===== src/rtl/mstat_pkg.sv =====
package mstat_pkg;
    localparam int unsigned NLINES = 4;
    localparam int unsigned RING_IDX = 2;

    typedef logic [NLINES-1:0] line_t;

    typedef struct packed {
        line_t cur;
        line_t delta;
        logic  irq;
    } mstat_state_t;
endpackage


===== src/rtl/mstat_sync.sv =====
module mstat_sync #(
    parameter int unsigned WIDTH   = 4,
    parameter int unsigned STAGES  = 2,
    parameter logic        RST_VAL = 1'b1
) (
    input  logic             clk,
    input  logic             rst_n,
    input  logic [WIDTH-1:0] async_in,
    output logic [WIDTH-1:0] sync_out
);
    logic [WIDTH-1:0] chain_q [STAGES];

    always_ff @(posedge clk or negedge rst_n) begin
        if (!rst_n) begin
            for (int i = 0; i < STAGES; i++) chain_q[i] <= {WIDTH{RST_VAL}};
        end else begin
            chain_q[0] <= async_in;
            for (int i = 1; i < STAGES; i++) chain_q[i] <= chain_q[i-1];
        end
    end

    assign sync_out = chain_q[STAGES-1];
endmodule


===== src/rtl/mstat_delta.sv =====
module mstat_delta
    import mstat_pkg::*;
#(
    parameter int unsigned SETTLE_CYC = 3
) (
    input  logic  clk,
    input  logic  rst_n,
    input  logic  rd_stb,
    input  line_t level,
    output line_t cur,
    output line_t delta,
    output logic  irq
);
    localparam int unsigned CW = $clog2(SETTLE_CYC + 1);

    mstat_state_t st_d, st_q;
    logic [CW-1:0] cnt_d, cnt_q;
    logic          settled;
    line_t         set_v;

    always_comb begin
        settled = (cnt_q == CW'(SETTLE_CYC));
        cnt_d   = settled ? cnt_q : cnt_q + CW'(1);
        set_v   = level ^ st_q.cur;
        set_v[RING_IDX] = st_q.cur[RING_IDX] & ~level[RING_IDX];
        if (!settled) set_v = '0;
        st_d       = st_q;
        st_d.cur   = level;
        st_d.delta = (rd_stb ? '0 : st_q.delta) | set_v;
        st_d.irq   = |st_d.delta;
    end

    always_ff @(posedge clk or negedge rst_n) begin
        if (!rst_n) begin
            st_q  <= '0;
            cnt_q <= '0;
        end else begin
            st_q  <= st_d;
            cnt_q <= cnt_d;
        end
    end

    assign cur   = st_q.cur;
    assign delta = st_q.delta;
    assign irq   = st_q.irq;

    // flags survive while no read occurs
    a_r7_sticky: assert property (@(posedge clk) disable iff (!rst_n)
        !rd_stb |=> ((st_q.delta & $past(st_q.delta)) == $past(st_q.delta)));

    // a read with no new change leaves the flags clear
    a_r7_read_clears: assert property (@(posedge clk) disable iff (!rst_n)
        (rd_stb && level == st_q.cur) |=> (st_q.delta == '0));

    // the ring line becoming asserted sets no flag
    a_r5_ring_lead_edge: assert property (@(posedge clk) disable iff (!rst_n)
        (settled && !st_q.cur[RING_IDX] && level[RING_IDX] && !st_q.delta[RING_IDX])
        |=> !st_q.delta[RING_IDX]);

    // nothing is flagged during the settle window after reset
    a_r9_quiet_settle: assert property (@(posedge clk) disable iff (!rst_n)
        !settled |=> (st_q.delta == '0));
endmodule


===== src/rtl/mstat_reg.sv =====
module mstat_reg
    import mstat_pkg::*;
#(
    parameter int unsigned SYNC_STAGES = 2
) (
    input  logic       clk,
    input  logic       rst_n,
    input  logic       rd_stb,
    input  logic       n_cts,
    input  logic       n_dsr,
    input  logic       n_ri,
    input  logic       n_dcd,
    input  logic       loop_en,
    input  logic       ctl_rts,
    input  logic       ctl_dtr,
    input  logic       ctl_out1,
    input  logic       ctl_out2,
    output logic [7:0] rd_data,
    output logic       irq
);
    localparam int unsigned SETTLE_CYC = SYNC_STAGES + 1;

    line_t pin_n_s;
    line_t loop_v;
    line_t level;
    line_t cur, delta;

    mstat_sync #(
        .WIDTH   (NLINES),
        .STAGES  (SYNC_STAGES),
        .RST_VAL (1'b1)
    ) u_sync (
        .clk      (clk),
        .rst_n    (rst_n),
        .async_in ({n_dcd, n_ri, n_dsr, n_cts}),
        .sync_out (pin_n_s)
    );

    always_comb begin
        loop_v = {ctl_out2, ctl_out1, ctl_dtr, ctl_rts};
        level  = loop_en ? loop_v : ~pin_n_s;
    end

    mstat_delta #(
        .SETTLE_CYC (SETTLE_CYC)
    ) u_delta (
        .clk    (clk),
        .rst_n  (rst_n),
        .rd_stb (rd_stb),
        .level  (level),
        .cur    (cur),
        .delta  (delta),
        .irq    (irq)
    );

    assign rd_data = {cur, delta};

    // in loopback the status nibble tracks the control outputs
    a_r2_loop_route: assert property (@(posedge clk) disable iff (!rst_n)
        loop_en |=> (rd_data[7:4] == $past({ctl_out2, ctl_out1, ctl_dtr, ctl_rts})));

    // the interrupt request agrees with the flag nibble
    a_r8_irq_set: assert property (@(posedge clk) disable iff (!rst_n)
        irq |-> (rd_data[3:0] != 4'h0));
    a_r8_irq_clr: assert property (@(posedge clk) disable iff (!rst_n)
        (rd_data[3:0] != 4'h0) |-> irq);
endmodule


===== config.mk =====
export PLATFORM = sky130hd
export DESIGN_NAME = mstat_reg
export DESIGN_NICKNAME = d
export VERILOG_FILES = /design/src/rtl/mstat_pkg.sv /design/src/rtl/mstat_sync.sv /design/src/rtl/mstat_delta.sv /design/src/rtl/mstat_reg.sv
export SDC_FILE = /design/constraint.sdc
export NUM_CORES = 1
export LEC_CHECK = 0
export BUFFER_PORTS_ARGS = -buffer_cell sky130_fd_sc_hd__buf_2
export CORE_MARGIN = 10
export CORE_UTILIZATION = 47
export CTS_CLUSTER_DIAMETER = 80
export DETAILED_ROUTE_END_ITERATION = 10
export PLACE_DENSITY_LB_ADDON = 0.3
export SLEW_MARGIN = 20
export SYNTH_ARGS = -nofsm -noshare
export SYNTH_HDL_FRONTEND = slang
export SYNTH_HIERARCHICAL = 1
export SYNTH_SLANG_ARGS = --single-unit

===== constraint.sdc =====
create_clock -name clk -period 1.8 [get_ports clk]
set_input_delay 0.18 -clock clk [delete_from_list [all_inputs] [get_ports clk]]
set_output_delay 0.18 -clock clk [all_outputs]
set_load 0.02 [all_outputs]

==> results.md <==
* Setup TNS at 0 ns
* FMAX at 0.779 GHz
* DP HPWL at 905 um
* Seq/Total Area, Yosys at between 70 and 80%
* Hold/Removal Path Class: primary input to flop
* Simple-gate portion of the synthesized area at between 4 and 5%
* CP Cell Sequence: o21ai_0 -> xor2_1 -> a2bb2oi_1 -> nand4b_1
* GRT overflow at 0
* Residual DRC at 0
* Hold Path Stages at 3
* Clk root buf: clkbuf_4
* # setup viols final at 0
* Dominant cells by area after synthesis: dfrtp_1 (40%), dfstp_2 (31%), buf_4 (4.4%)
* Startpoint types: flop
* ANT cells at 0
* CTS Hold Bufs at 5
* CTS clk-pin slew, worst paths at 0.10 ns
* Synth-to-layout area growth at 24.2%
* Cell Rows at 13
* Cts bufs inserted at 3
* Reg2reg end: u_delta/irq$_DFF_PN0_
* Setup crit end kind: flop
* Synth Register Bits at 19
* Final Wtd Congestion at 0.774
* Vias per inst at ~4.6
* CTS tree: done
* Final Hold Violating Endpoints at 0
* Max incr delay on CP at 0.52 ns
* Filler cell count at 116
* Die height at 58.2 um
* Main combinational cell family by area after synthesis: buffers and inverters
* Starting Density at 51.5%
* Area share of fa/ha/maj cells after synthesis at 1.82%
* Most common cell after layout, fill and taps aside: buf_2
* First-pass GRT wire length at 1950 um
* Clk_lat worst skew at 0.28 ns
* Worst flop-to-flop path startpoint: u_sync/sync_out[1]$_DFF_PN1_
* Crit path time final at 1.28 ns
* Pins Over Slew Limit at 0
* Post-CTS Repair Setup Buffers at 0
* Post-DRT Antenna Nets at 0
* Leakage at 0.411 nW
* Routed WL at 1180 um
* Ratio of cells with drive above 1 in the final layout at 45.3%
* WS Path Type: flop to flop
* Number of global-route vias before repair at 448
* HP Start: ctl_out1
* H-tree levels at 1
* Core Footprint at roughly 1300 um^2
* Distinct cells, synth at 14
* Largest net degree at the start of global routing at 20
* Post-Synth XOR/XNOR Area at under 10%
* Leading area contributor after synthesis: dfrtp_1
* Post_cts resized at 0
* Compound-cell area share of the yosys netlist at 8.01%
* Max VDD drop at 0.571 mV
* Final #Nets at 89
* Reg-to-reg slack, setup at around 0.52 ns
* PortBufs at 20
* Reg2reg path depth at 4
* Outcome: complete, no violations
* Clk sink count at 19
* Finished Cell Area at 853 um^2
* RSZ-0062 raised after global routing: no
* DIE WIDTH at 58.2 um
* Reg area at 485 um^2
* Max Buffers Root-to-Sink at 2
* IO Count at 21
* Worst-margin pin slew at about 0.39 ns
* Crit path max-delay cell type: dfstp_2
* Slew margin rel. at about three quarters
* DP Area at 776 um^2
* Worst EP required at 1.97 ns
* Worst Setup Slack post-DPL at 0.508 ns
* Hold Path End: u_delta/cur[2]$_DFF_PN0_
* Clk_skew at approximately 0.0011 ns
* DRT iter0 DRCs at 4
* Multi-input logic area at 145 um^2
* Post-Synthesis Cells at 50
* Crit path DAT at 1.45 ns
* Mux contribution to synthesized area at 1.64%
* Setup WS post-layout at 0.517 ns
* Worst Path Max Fanout at 2
* P per Cell Area at 945 nW/um^2
* Post-route clock period utilization at 71.3%
* Total of max-cap violations at 0
* Post-Syn Nets at between 60 and 70
* Vias at 416
* Ys Warns at 6
* Initial antenna violation count at 0
* WL/cell at 13.1 um
* Post-synth top area share at 40.1%
* Die ar. at 3390 um^2
* Gr usage total at 7.26%
* Synth Cell Area at 687 um^2
* Leading cell types in the layout, fill and taps excluded: buf_2 (20), dfrtp_1 (11), dfstp_2 (8)
* Avg Cell Area, Syn at 13.7 um^2
* Drt first pass iters at 2
kinds of logic (layout without fill, tap and decap cells):
| kind of cell | after synthesis | count (layout) |
|---|---|---|
| DFF | 19 | 19 |
| buffers and inverters | 11 | 36 |
| AOI/OAI and AO/OA | 8 | 8 |
| and+or+nand+nor | 6 | 6 |
| xor gates and xnor gates | 4 | 4 |
| adders and majority gates | 1 | 1 |
| muxes | 1 | 1 |
registers in the layout, summed over array words and instances (netlist names):
name and count:
u_delta/delta 4, u_delta/cur 4, u_delta/irq 1, u_sync/chain_q 4, u_sync/sync_out 4, u_delta/cnt_q 2
stage by stage:
| stage | hold WS, ns | total power [mW] | instances | util, % |
|---|---|---|---|---|
| CTS | 0.105 | 0.826 | 90 | 64.0 |
| global route | 0.121 | 0.849 | 90 | 64.0 |
| detailed placement | 0.134 | 0.605 | 81 | 58.2 |
| global placement | 0.126 | 0.601 | 81 | 58.2 |
| floorplan | -0.116 | 0.557 | 50 | - |
| finish | 0.116 | 0.806 | 90 | 64.0 |
report_power, final:
group | internal [mW] | total, mW | switching (mW) | leakage (nW)
clock | 0.0825 | 0.204 | 0.122 | 0.0177
sequential | 0.464 | 0.477 | 0.0129 | 0.203
combinational | 0.0521 | 0.125 | 0.0728 | 0.191
area by class of cell:
type | count | share of cell area (%)
Timing Repair Buffer | 25 | 17.6
Inverter | 7 | 3.08
Multi-Input combinational cell | 20 | 17.0
Tap cell | 15 | 2.20
Clock buffer | 3 | 2.64
Sequential cell | 19 | 56.9
Clock inverter | 1 | 0.587
Yosys cell counts (all sizes together):
| cell | instances |
|---|---|
| a2bb2oi | 3 |
| buf | 4 |
| dfrtp | 11 |
| dfstp | 8 |
| ha | 1 |
| inv | 7 |
| mux2 | 1 |
| nand2 | 4 |
| nand3b | 1 |
| nand4b | 1 |
| o21ai | 5 |
| xnor2 | 1 |
| xor2 | 3 |
worst max path at each step:
| stage | to | from |
|---|---|---|
| 2_1_floorplan | u_delta/irq$_DFF_PN0_ | u_sync/sync_out[1]$_DFF_PN1_ |
| 5_1_grt | u_delta/irq$_DFF_PN0_ | u_sync/sync_out[3]$_DFF_PN1_ |
| 4_1_cts | u_delta/irq$_DFF_PN0_ | u_sync/sync_out[1]$_DFF_PN1_ |
| 3_3_place_gp | u_delta/irq$_DFF_PN0_ | u_sync/sync_out[1]$_DFF_PN1_ |
| 6_report | u_delta/irq$_DFF_PN0_ | u_sync/sync_out[1]$_DFF_PN1_ |
| 3_5_place_dp | u_delta/irq$_DFF_PN0_ | u_sync/sync_out[1]$_DFF_PN1_ |
metal layers:
layer	GRT usage [%]	share of wire, %	wire, um	vias to the layer above
met5	0	0	0	-
met4	4.03	0	0	0
met3	3.27	7.6	89	0
met2	11.5	47	557	15
met1	7.87	45	532	193
li1	-	-	-	208
worst max-delay path: cells and delay by family, from the launching register on:
| family | cells | cell delay (ns) |
|---|---|---|
| flip-flops | 1 | 0.52 |
| XOR/XNOR | 1 | 0.17 |
| AND/OR/NAND/NOR | 1 | 0.12 |
| AO/OA/AOI/OAI | 2 | 0.35 |
Note: power is estimated with default switching activity, not from simulation.
